**src/rtl/rxps_pkg.sv**
```systemverilog
package rxps_pkg;

    typedef enum logic [2:0] {
        IM_STANDBY = 3'd0,
        IM_SLEEP   = 3'd1,
        IM_SENSOR  = 3'd2,
        IM_READY   = 3'd3,
        IM_TUNE    = 3'd4
    } idle_mode_e;

    typedef enum logic [1:0] {
        PS_OFF  = 2'd0,
        PS_IDLE = 2'd1,
        PS_RX   = 2'd2
    } pwr_state_e;

    // sequence states are ordered: every step after F_REG keeps the earlier enables
    typedef enum logic [3:0] {
        F_SHUT, F_POR, F_IDLE, F_REG, F_XTAL, F_PLL,
        F_VCO, F_SETTLE, F_FE, F_ADC, F_MODEM, F_RX
    } fsm_e;

    localparam int B_XTON  = 0;
    localparam int B_PLLON = 1;
    localparam int B_RXON  = 2;
    localparam int B_ENTS  = 4;
    localparam int B_ENLBD = 5;
    localparam int B_ENWT  = 6;

    localparam logic [7:0] MODE_MASK    = 8'h77;
    localparam logic [7:0] MODE_DEFAULT = 8'h01;

    typedef struct packed {
        logic ldo_lp;
        logic ldo_main;
        logic wut_osc;
        logic aux;
        logic xtal;
        logic pll;
        logic vco_go;
        logic rx_fe;
        logic adc_go;
        logic modem;
    } pwr_en_t;

    function automatic idle_mode_e decode_idle(input logic [7:0] m);
        if (m[B_PLLON])                 return IM_TUNE;
        else if (m[B_XTON])             return IM_READY;
        else if (m[B_ENTS] | m[B_ENLBD]) return IM_SENSOR;
        else if (m[B_ENWT])             return IM_SLEEP;
        else                            return IM_STANDBY;
    endfunction

    function automatic logic xtal_running(input logic [7:0] m);
        return m[B_XTON] | m[B_PLLON];
    endfunction

endpackage

```
**src/rtl/rxps_mode_reg.sv**
```systemverilog
module rxps_mode_reg
    import rxps_pkg::*;
(
    input  logic       clk,
    input  logic       rst,
    input  logic       off,
    input  logic       load_default,
    input  logic       we,
    input  logic [7:0] wdata,
    input  logic       cal_we,
    input  logic       cal_wdata,
    output logic [7:0] mode_q,
    output logic       vcocal_q
);

    always_ff @(posedge clk) begin
        if (rst || load_default) begin
            mode_q   <= MODE_DEFAULT;
            vcocal_q <= 1'b1;
        end else if (off) begin
            mode_q   <= '0;
            vcocal_q <= 1'b0;
        end else begin
            if (we)
                mode_q <= wdata & MODE_MASK;
            if (cal_we)
                vcocal_q <= cal_wdata;
        end
    end

    // contents are lost while the block is off
    assert_off_clears_R2: assert property (@(posedge clk) disable iff (rst)
        (off && !load_default) |=> (mode_q == 8'h00 && !vcocal_q));

    // the wake defaults are loaded
    assert_wake_default_R1: assert property (@(posedge clk) disable iff (rst)
        load_default |=> (mode_q == MODE_DEFAULT && vcocal_q));

endmodule

```
**src/rtl/rxps_timer.sv**
```systemverilog
module rxps_timer #(
    parameter int CW = 16
) (
    input  logic          clk,
    input  logic          rst,
    input  logic          load,
    input  logic [CW-1:0] val,
    output logic          zero
);

    logic [CW-1:0] cnt;

    always_ff @(posedge clk) begin
        if (rst)
            cnt <= '0;
        else if (load)
            cnt <= val;
        else if (cnt != '0)
            cnt <= cnt - CW'(1);
    end

    assign zero = (cnt == '0);

    // an armed wait counts down one per cycle
    assert_count_down_R8: assert property (@(posedge clk) disable iff (rst)
        (!load && cnt != '0) |=> (cnt == $past(cnt) - CW'(1)));

    assert_load_R8: assert property (@(posedge clk) disable iff (rst)
        load |=> (cnt == $past(val)));

endmodule

```
**src/rtl/rxps_fsm.sv**
```systemverilog
module rxps_fsm
    import rxps_pkg::*;
#(
    parameter int CW         = 16,
    parameter int POR_CYCLES = 8
) (
    input  logic          clk,
    input  logic          rst,
    input  logic          shdn,
    input  logic [7:0]    mode_q,
    input  logic          vcocal,
    input  logic [CW-1:0] xtal_wait,
    input  logic [CW-1:0] pll_wait,
    input  logic          vco_done,
    input  logic          adc_done,
    input  logic          tmr_zero,
    output logic          tmr_load,
    output logic [CW-1:0] tmr_val,
    output logic          reg_default,
    output logic          off,
    output fsm_e          st
);

    localparam logic [CW-1:0] POR_LOAD = CW'(POR_CYCLES - 1);

    fsm_e nxt;
    logic rxon;

    assign rxon = mode_q[B_RXON];
    assign off  = shdn || (st == F_SHUT) || (st == F_POR);

    always_comb begin
        nxt         = st;
        tmr_load    = 1'b0;
        tmr_val     = '0;
        reg_default = 1'b0;
        if (shdn) begin
            nxt = F_SHUT;
        end else begin
            case (st)
                F_SHUT: begin
                    nxt      = F_POR;
                    tmr_load = 1'b1;
                    tmr_val  = POR_LOAD;
                end
                F_POR: begin
                    if (tmr_zero) begin
                        nxt         = F_IDLE;
                        reg_default = 1'b1;
                    end
                end
                F_IDLE: begin
                    if (rxon)
                        nxt = F_REG;
                end
                default: begin
                    if (!rxon) begin
                        nxt = F_IDLE;
                    end else begin
                        case (st)
                            F_REG: begin
                                nxt      = F_XTAL;
                                tmr_load = 1'b1;
                                tmr_val  = xtal_running(mode_q) ? '0 : xtal_wait;
                            end
                            F_XTAL:   if (tmr_zero) nxt = F_PLL;
                            F_PLL:    nxt = F_VCO;
                            F_VCO: begin
                                if (!vcocal || vco_done) begin
                                    nxt      = F_SETTLE;
                                    tmr_load = 1'b1;
                                    tmr_val  = pll_wait;
                                end
                            end
                            F_SETTLE: if (tmr_zero) nxt = F_FE;
                            F_FE:     nxt = F_ADC;
                            F_ADC:    if (adc_done) nxt = F_MODEM;
                            F_MODEM:  nxt = F_RX;
                            default:  nxt = st;
                        endcase
                    end
                end
            endcase
        end
    end

    always_ff @(posedge clk) begin
        if (rst)
            st <= F_IDLE;
        else
            st <= nxt;
    end

    // dropping the request leaves receive at once
    assert_rx_exit_R10: assert property (@(posedge clk) disable iff (rst)
        (st >= F_REG && !rxon && !shdn) |=> (st == F_IDLE));

    // a skipped calibration takes one cycle
    assert_vco_skip_R9: assert property (@(posedge clk) disable iff (rst)
        (st == F_VCO && !vcocal && rxon && !shdn) |=> (st == F_SETTLE));

    // the reset delay holds until the timer expires
    assert_por_hold_R3: assert property (@(posedge clk) disable iff (rst)
        (st == F_POR && !shdn && !tmr_zero) |=> (st == F_POR));

    // the pin wins over every state
    assert_shdn_R2: assert property (@(posedge clk) disable iff (rst)
        shdn |=> (st == F_SHUT));

endmodule

```
**src/rtl/rxps_en_map.sv**
```systemverilog
module rxps_en_map
    import rxps_pkg::*;
(
    input  fsm_e       st,
    input  logic [7:0] mode_q,
    input  logic       vcocal,
    output pwr_en_t    en,
    output pwr_state_e pstate,
    output idle_mode_e imode,
    output logic       busy
);

    logic on;
    logic seq;

    assign imode = decode_idle(mode_q);
    assign on    = !(st == F_SHUT || st == F_POR);
    assign seq   = (st >= F_REG);

    always_comb begin
        en = '0;
        if (on) begin
            en.ldo_lp   = 1'b1;
            en.wut_osc  = mode_q[B_ENWT];
            en.aux      = mode_q[B_ENTS] | mode_q[B_ENLBD];
            en.ldo_main = seq || (imode >= IM_SENSOR);
            en.xtal     = (imode >= IM_READY) || (st >= F_XTAL);
            en.pll      = (imode == IM_TUNE) || (st >= F_PLL);
            en.vco_go   = (st == F_VCO) && vcocal;
            en.rx_fe    = (st >= F_FE);
            en.adc_go   = (st == F_ADC);
            en.modem    = (st >= F_MODEM);
        end
    end

    always_comb begin
        if (!on)
            pstate = PS_OFF;
        else if (st == F_RX)
            pstate = PS_RX;
        else
            pstate = PS_IDLE;
    end

    assign busy = seq && (st != F_RX);

endmodule

```
**src/rtl/rx_pwr_seq.sv**
```systemverilog
module rx_pwr_seq
    import rxps_pkg::*;
#(
    parameter int CNT_W      = 16,
    parameter int POR_CYCLES = 8
) (
    input  logic             clk,
    input  logic             rst,
    input  logic             shdn_pin,
    input  logic             mode_we,
    input  logic [7:0]       mode_wdata,
    input  logic             cal_we,
    input  logic             cal_vco_wdata,
    input  logic [CNT_W-1:0] xtal_wait,
    input  logic [CNT_W-1:0] pll_wait,
    input  logic             vco_cal_done,
    input  logic             adc_cal_done,
    output logic [7:0]       mode_q,
    output logic             vcocal_q,
    output logic [1:0]       pwr_state,
    output logic [2:0]       idle_mode,
    output logic             seq_busy,
    output logic             en_ldo_lp,
    output logic             en_ldo_main,
    output logic             en_wut_osc,
    output logic             en_aux,
    output logic             en_xtal,
    output logic             en_pll,
    output logic             vco_cal_go,
    output logic             en_rx_fe,
    output logic             adc_cal_go,
    output logic             en_modem
);

    fsm_e             st;
    logic             off;
    logic             reg_default;
    logic             tmr_load;
    logic [CNT_W-1:0] tmr_val;
    logic             tmr_zero;
    pwr_en_t          en;
    pwr_state_e       pstate;
    idle_mode_e       imode;

    rxps_mode_reg u_reg (
        .clk          (clk),
        .rst          (rst),
        .off          (off),
        .load_default (reg_default),
        .we           (mode_we),
        .wdata        (mode_wdata),
        .cal_we       (cal_we),
        .cal_wdata    (cal_vco_wdata),
        .mode_q       (mode_q),
        .vcocal_q     (vcocal_q)
    );

    rxps_timer #(.CW(CNT_W)) u_tmr (
        .clk  (clk),
        .rst  (rst),
        .load (tmr_load),
        .val  (tmr_val),
        .zero (tmr_zero)
    );

    rxps_fsm #(.CW(CNT_W), .POR_CYCLES(POR_CYCLES)) u_fsm (
        .clk         (clk),
        .rst         (rst),
        .shdn        (shdn_pin),
        .mode_q      (mode_q),
        .vcocal      (vcocal_q),
        .xtal_wait   (xtal_wait),
        .pll_wait    (pll_wait),
        .vco_done    (vco_cal_done),
        .adc_done    (adc_cal_done),
        .tmr_zero    (tmr_zero),
        .tmr_load    (tmr_load),
        .tmr_val     (tmr_val),
        .reg_default (reg_default),
        .off         (off),
        .st          (st)
    );

    rxps_en_map u_map (
        .st     (st),
        .mode_q (mode_q),
        .vcocal (vcocal_q),
        .en     (en),
        .pstate (pstate),
        .imode  (imode),
        .busy   (seq_busy)
    );

    assign pwr_state   = pstate;
    assign idle_mode   = imode;
    assign en_ldo_lp   = en.ldo_lp;
    assign en_ldo_main = en.ldo_main;
    assign en_wut_osc  = en.wut_osc;
    assign en_aux      = en.aux;
    assign en_xtal     = en.xtal;
    assign en_pll      = en.pll;
    assign vco_cal_go  = en.vco_go;
    assign en_rx_fe    = en.rx_fe;
    assign adc_cal_go  = en.adc_go;
    assign en_modem    = en.modem;

    // one cycle after the pin is seen high everything is dark
    assert_shdn_dark_R2: assert property (@(posedge clk) disable iff (rst)
        shdn_pin |=> (pwr_state == 2'd0 && en == '0));

    // a running synthesizer always has its reference
    assert_tune_xtal_R5: assert property (@(posedge clk) disable iff (rst)
        en_pll |-> en_xtal);

    // ordering of the chain
    assert_modem_after_adc_R7: assert property (@(posedge clk) disable iff (rst)
        $rose(en_modem) |-> $past(adc_cal_go));
    assert_fe_after_pll_R7: assert property (@(posedge clk) disable iff (rst)
        $rose(en_rx_fe) |-> $past(en_pll));
    assert_cal_excl_R7: assert property (@(posedge clk) disable iff (rst)
        !(vco_cal_go && adc_cal_go));

    // no calibration start while it is disabled
    assert_no_vco_go_R9: assert property (@(posedge clk) disable iff (rst)
        !vcocal_q |-> !vco_cal_go);

endmodule

```
**config.mk**
```make
export PLATFORM = sky130hd
export DESIGN_NAME = rx_pwr_seq
export DESIGN_NICKNAME = d
export VERILOG_FILES = /design/src/rtl/rxps_pkg.sv /design/src/rtl/rxps_mode_reg.sv /design/src/rtl/rxps_timer.sv /design/src/rtl/rxps_fsm.sv /design/src/rtl/rxps_en_map.sv /design/src/rtl/rx_pwr_seq.sv
export SDC_FILE = /design/constraint.sdc
export NUM_CORES = 1
export LEC_CHECK = 0
export BUFFER_PORTS_ARGS = -buffer_cell sky130_fd_sc_hd__buf_4
export CAP_MARGIN = 20
export CORE_UTILIZATION = 40
export CTS_BUF_LIST = sky130_fd_sc_hd__clkbuf_16
export CTS_CLUSTER_DIAMETER = 50
export DETAILED_ROUTE_END_ITERATION = 7
export GPL_TIMING_DRIVEN = 0
export PLACE_DENSITY_LB_ADDON = 0.3
export SLEW_MARGIN = 30
export SYNTH_ARGS = -nofsm -noshare
export SYNTH_HDL_FRONTEND = slang
export SYNTH_HIERARCHICAL = 1
export SYNTH_SLANG_ARGS = --single-unit
export TNS_END_PERCENT = 100
```
**constraint.sdc**
```tcl
create_clock -name clk -period 4.8 [get_ports clk]
set_clock_uncertainty 0.2 [all_clocks]
set_input_delay 0.72 -clock clk [delete_from_list [all_inputs] [get_ports clk]]
set_output_delay 0.72 -clock clk [all_outputs]
set_load 0.01 [all_outputs]
```
After elaboration in Yosys (flattened, before gate mapping):

Cells that the tools add are included.

* add/subtract/negate cells: 1
* $mul: 0
* div/mod/pow operators: 0
* $lt $le $gt $ge: 7
* equality and inequality tests: 27
* shift-type cells: 0
* muxes and demuxes: 37
* bitwise operators: 2
* reduce and logical (&&, ||, !) cells: 22

Operator list (number)
* 16-bit two-way mux: 6
* 16-bit case mux with 2 select lines: 2
* 4-bit case mux with 8 select lines: 1
* 4-bit two-way mux: 7
* 6-bit by 4-bit inequality test with 1-bit output, second input constant: 3
* 4-bit by 3-bit == test with 1-bit output, second input constant: 4
* 4-bit == test, second input constant: 4
* 16-bit logical NOT: 1
* 16-bit nonzero test: 1
* 16-bit by 1-bit subtractor with 16-bit output, second input constant: 1
* 7-bit AND reduction: 2
* 13-bit by 2-bit inequality test with 1-bit output, second input constant: 1
* 12-bit by 1-bit inequality test with 1-bit output, second input constant: 1
* 4-bit case mux with 3 select lines: 1
* 1-bit two-way mux: 11
* 10-bit two-way mux: 1
* 5-bit by 3-bit inequality test with 1-bit output, second input constant: 2
* 3-bit two-way mux: 3
* 4-bit by 2-bit == test with 1-bit output, second input constant: 2
* 4-bit by 3-bit greater-or-equal comparator with 1-bit output, second input constant: 2
* 4-bit greater-or-equal comparator, second input constant: 2
* 1-bit logical OR: 8
* 7-bit by 3-bit inequality test with 1-bit output, second input constant: 1
* 7-bit by 5-bit inequality test with 1-bit output, second input constant: 1
* 16 further kinds: 28

* register bits after elaboration: 27
* latch bits: 0
* RAM bits: 0
* memory bits (read-only): 0
* bits of input ports: 48
* output and inout port bits: 25
* word-level logic and storage cells: 102
* memories kept: 0

Logic depth before layout (Yosys ltp):

* depth in word-level cells: 8
* depth in mapped cells: 10
* mapped depth without buffers: 10

Cells and area by module:

Netlist, hierarchy kept.

Modules (own cells, without submodules)
* rxps_timer: instances 1, cells each 116, area an instance 964.7 um2, seq. area each 320.3 um2
* rxps_fsm: instances 1, cells each 108, area an instance 721.9 um2, seq. area each 80.1 um2
* rxps_mode_reg: instances 1, cells each 27, area an instance 280.3 um2, seq. area each 140.1 um2
* rxps_en_map: instances 1, cells each 31, area an instance 170.2 um2, seq. area each 0.0 um2

Worst setup path after synthesis:

No wires, ideal clock.

* path kind: input port to flip-flop
* start point: input vco_cal_done
* end point: register u_tmr.cnt[13]
* library setup time: 0.078 ns
* arrival: 2.716 ns
* required time: 4.522 ns
* slack: 1.806 ns
* cell stages on the path: 9
* path buffers: 1
* cells stage by stage: and2b_2 > nor3b_2 > o21ai_0 > a21oi_1 > nor2b_1 > clkbuf_1 > a21oi_1 > a31o_2 > nor3_1

* cells in the longest elaborated chain, start to end: 7
* elaborated cells between the ends (all ways): 13
* those cells by class: 11 x mux; 2 x reduce/logical

RTL lines
* start: declaration: RTL line rx_pwr_seq.sv:16 `input logic vco_cal_done,`
* 1-bit logical OR (*): RTL line rxps_fsm.sv:69 `if (!vcocal || vco_done) begin`
* 1-bit two-way mux (*): RTL line rxps_fsm.sv:69
* 1-bit case mux with 2 select lines (*): RTL line rxps_fsm.sv:60 `case (st)`
* 1-bit two-way mux (*): RTL line rxps_fsm.sv:57 `if (!rxon) begin`
* 1-bit case mux with 2 select lines (*): RTL line rxps_fsm.sv:40 `case (st)`
* 1-bit two-way mux (*): RTL line rxps_fsm.sv:37 `if (shdn) begin`
* net tmr_load: RTL line rx_pwr_seq.sv:38 `logic tmr_load;`
* 16-bit two-way mux or 2-bit nonzero test (tied branches)
* end signal: assignment: RTL line rxps_timer.sv:17 `cnt <= val;`
* end signal: assignment: RTL line rxps_timer.sv:19 `cnt <= cnt - CW'(1);`
* end: declaration: RTL line rxps_timer.sv:11 `logic [CW-1:0] cnt;`

Mark *: on every way through the listed nets, which the timed path passes. The rest lies on a longest branch.
A chain may end at the register's enable or synchronous reset.

Worst setup path in the final report:

Ends and elaborated chain as after synthesis.

==> impl_results.md <==
* Final period util at 0.7113
* N_diodes at 0
* Hold_ws at 0.3664 ns
* Sw Share at 0.4260
* Netlist cell types at 60
* First-pass iteration count of the detailed router at 4
* Most frequent CP cell: a21oi_1
* Net switching power at 0.5733 mW
* Pins Over Slew Limit at 0
* 1st-iter DRT viols at 126
* Number of global-route vias before repair at 2037
* First-pass GRT wire length at 9.446 mm
* Final Wtd Congestion at 0.9257
* Pwr Density at 480.1 nW/um2
* Sequential Power Share at 0.274
* Die ar. at 5639 um2
* EDFF count, synth at 0
* RSZ-0062 raised after global routing: false
* Routed vias at 2280
* Htree depth at 1
* Post-Route WL at 5.703 mm
* Final hold vios at 0
* GRT met3 Usage at 0.04016
* Non-filler instance count after layout at 423
* Status: finished, final reports clean
* Clock root buffer: clkbuf_16
* Nature of the critical path endpoint: register
* Slew margin rel. at 0.3486
* Flops & latches, synth at 27
* Remaining DRCs at 0
* Commonest non-fill, non-tap cell in the layout: buf_4
* Syn Inst Count at 282
* PortBufs at 66
* Maximum root-to-sink buffer count at 2
* Clk slew on worst S/H paths at 0.06 ns
* Critical path's slowest cell: nor3b_2
* Clk pwr share at 0.139
* Synth Flop Type: dfxtp_1
* Core area at 5140 um2
* Reg2reg start: u_fsm/st[2]
* GRT busiest layer: met2
* Nets at 403
* Vias per std cell at 5.390
* CTS Sinks at 27
* Max Cap Violations at 0
* Gr ovfl total at 0
* Final min period at 3.414 ns
* Post-DRT Antenna Nets at 0
* Syn-to-layout area delta at 31.15%
* GR met2 Demand/Resource at 0.3443
* GR Layer Usage met1 at 0.2894
* Die Y at 75.10 um
* Crit-path max cell delay at 0.54 ns
* Setup tns final at 0 ns
* FP Rows at 26
* Pint at 0.7724 mW
* Chip width at 75.10 um
* Critical path fanouts, max at 10
* Post-DP HPWL at 4.366 mm
* Cells after DPL at 419
* Sequential fraction of the synthesis area at 0.2529
* Top cells by area, synth: dfxtp_1, nor2_1, nand2_1
* Yosys top cell by area: dfxtp_1
* Detail-routed net length per standard cell at 13.48 um
* CTS tree: done
* Starting Density at 0.4158
* Worst min path class: register to register
* Post-CTS sizing at 0
* Share of cells above drive strength 1 at 0.3003
* Comb pwr share at 0.587
* Average size of a mapped cell at 7.578 um2
* Crit path from: vco_cal_done
* WS Path Type: input pin to register
* IO Pins at 73
* Worst path required time at 4.79 ns
* Leakage power at 1.115 nW
* Async S/R FF share, synth at 0
* Peak VDD IR at 0.2450 mV
* CP arrival at 3.40 ns
* Crit path cell chain: buf_4 -> and2b_2 -> nor3b_2 -> o21ai_0 -> a21oi_1 -> nor2b_1 -> clkbuf_1 -> a21oi_1 -> a31o_2 -> nor3_1
* Most frequent cells in the layout: buf_4, nor2_1, nand2_1, dfxtp_1, a21oi_1
* Synthesized area at 2137 um2
* Initial antenna violation count at 0
* Startpoint types: input pin
* Worst Tran Pin Value at 0.9682 ns
* Final setup vio count at 0
* Ys Warns at 6
* Num CTS Buffers at 3
* Cts hold-fix bufs at 0
* Synth top area share at 0.2529
* Clock latency at the later pin of the worst-skew pair at 0.26 ns
* Total GRT Usage at 0.2160
* Largest net degree at the start of global routing at 15
* Min-delay src: u_reg/mode_q[6]
* Post-CTS setup buffers at 0
* FMAX at 292.9 MHz
-- flip-flops by register name, indices dropped and copies added (netlist names) --
register,cells
u_reg/vcocal_q,1
u_tmr/cnt,16
u_fsm/st,4
u_reg/mode_q,6
-- worst max-delay path, delay by kind of cell --
kind                   cells  cell delay, ns
and+or+nand+nor            4            1.30
AOI/OAI and AO/OA          4            0.91
buffers and inverters      2            0.47
-- per-layer routing --
metal | wire length [um] | vias to the layer above
met2 | 2714 | 71
met4 | 104 | 0
met3 | 334 | 11
met1 | 2549 | 1039
met5 | 0 | -
li1 | - | 1159
-- path summary, 6_finish.rpt --
kind,to,slack [ns],cells after the start
max,u_tmr/cnt[13],1.39,10
min,u_reg/mode_q[6],0.37,2
max reg2reg,u_tmr/cnt[13],1.42,9
min reg2reg,u_reg/mode_q[6],0.37,2
-- area by class of cell --
class,instances,area (um2)
timing repair buffer,66,495.5
tap,70,87.58
multi-input combinational,227,1425
clock buffer,3,75.07
sequential,27,540.5
fill,532,2337
clock inverter,1,3.754
buffer,21,145.1
inverter,8,30.03
-- cells in the mapped netlist, types with 4 or more instances --
master	number
inv_1	7
dfxtp_1	27
nand2_1	31
buf_2	5
o31ai_1	4
o21ai_0	15
a21oi_1	18
nor3_1	11
a22oi_1	13
a22o_1	4
nand3_1	7
buf_4	6
nor2_1	42
mux2i_1	9
xnor2_1	9
buf_6	5
clkbuf_1	5
-- logic make-up after synthesis --
logic type / Yosys count / synth area share
fa+ha+maj: 2 / 0.01054
simple gates: 127 / 0.3279
compound gates: 77 / 0.2418
flops: 27 / 0.2529
other cells: 1 / 0.001755
buf+inv: 29 / 0.08196
xor+xnor: 10 / 0.04099
mux: 9 / 0.04216
-- per-stage QoR --
| stage | cell area [um2] | utilization | setup WS, ns | power [mW] |
|---|---|---|---|---|
| floorplan | 2141 | - | 1.806 | 0.9643 |
| global placement | 2724 | 0.5299 | 1.104 | 1.141 |
| detailed placement | 2724 | 0.5299 | 1.099 | 1.154 |
| CTS | 2803 | 0.5453 | 1.365 | 1.349 |
| global route | 2803 | 0.5453 | 1.038 | 1.454 |
| finish | 2803 | 0.5453 | 1.386 | 1.346 |
-- power groups by stage --
stage	Clock (mW)	Combinational, mW	Sequential (mW)
after global placement	0	0.775	0.366
after floorplan	0	0.612	0.353
after global routing	0.202	0.875	0.377
final	0.187	0.790	0.368
after detailed placement	0	0.784	0.370
after CTS	0.192	0.790	0.367
No activity file was read; power rests on OpenSTA's default activity.
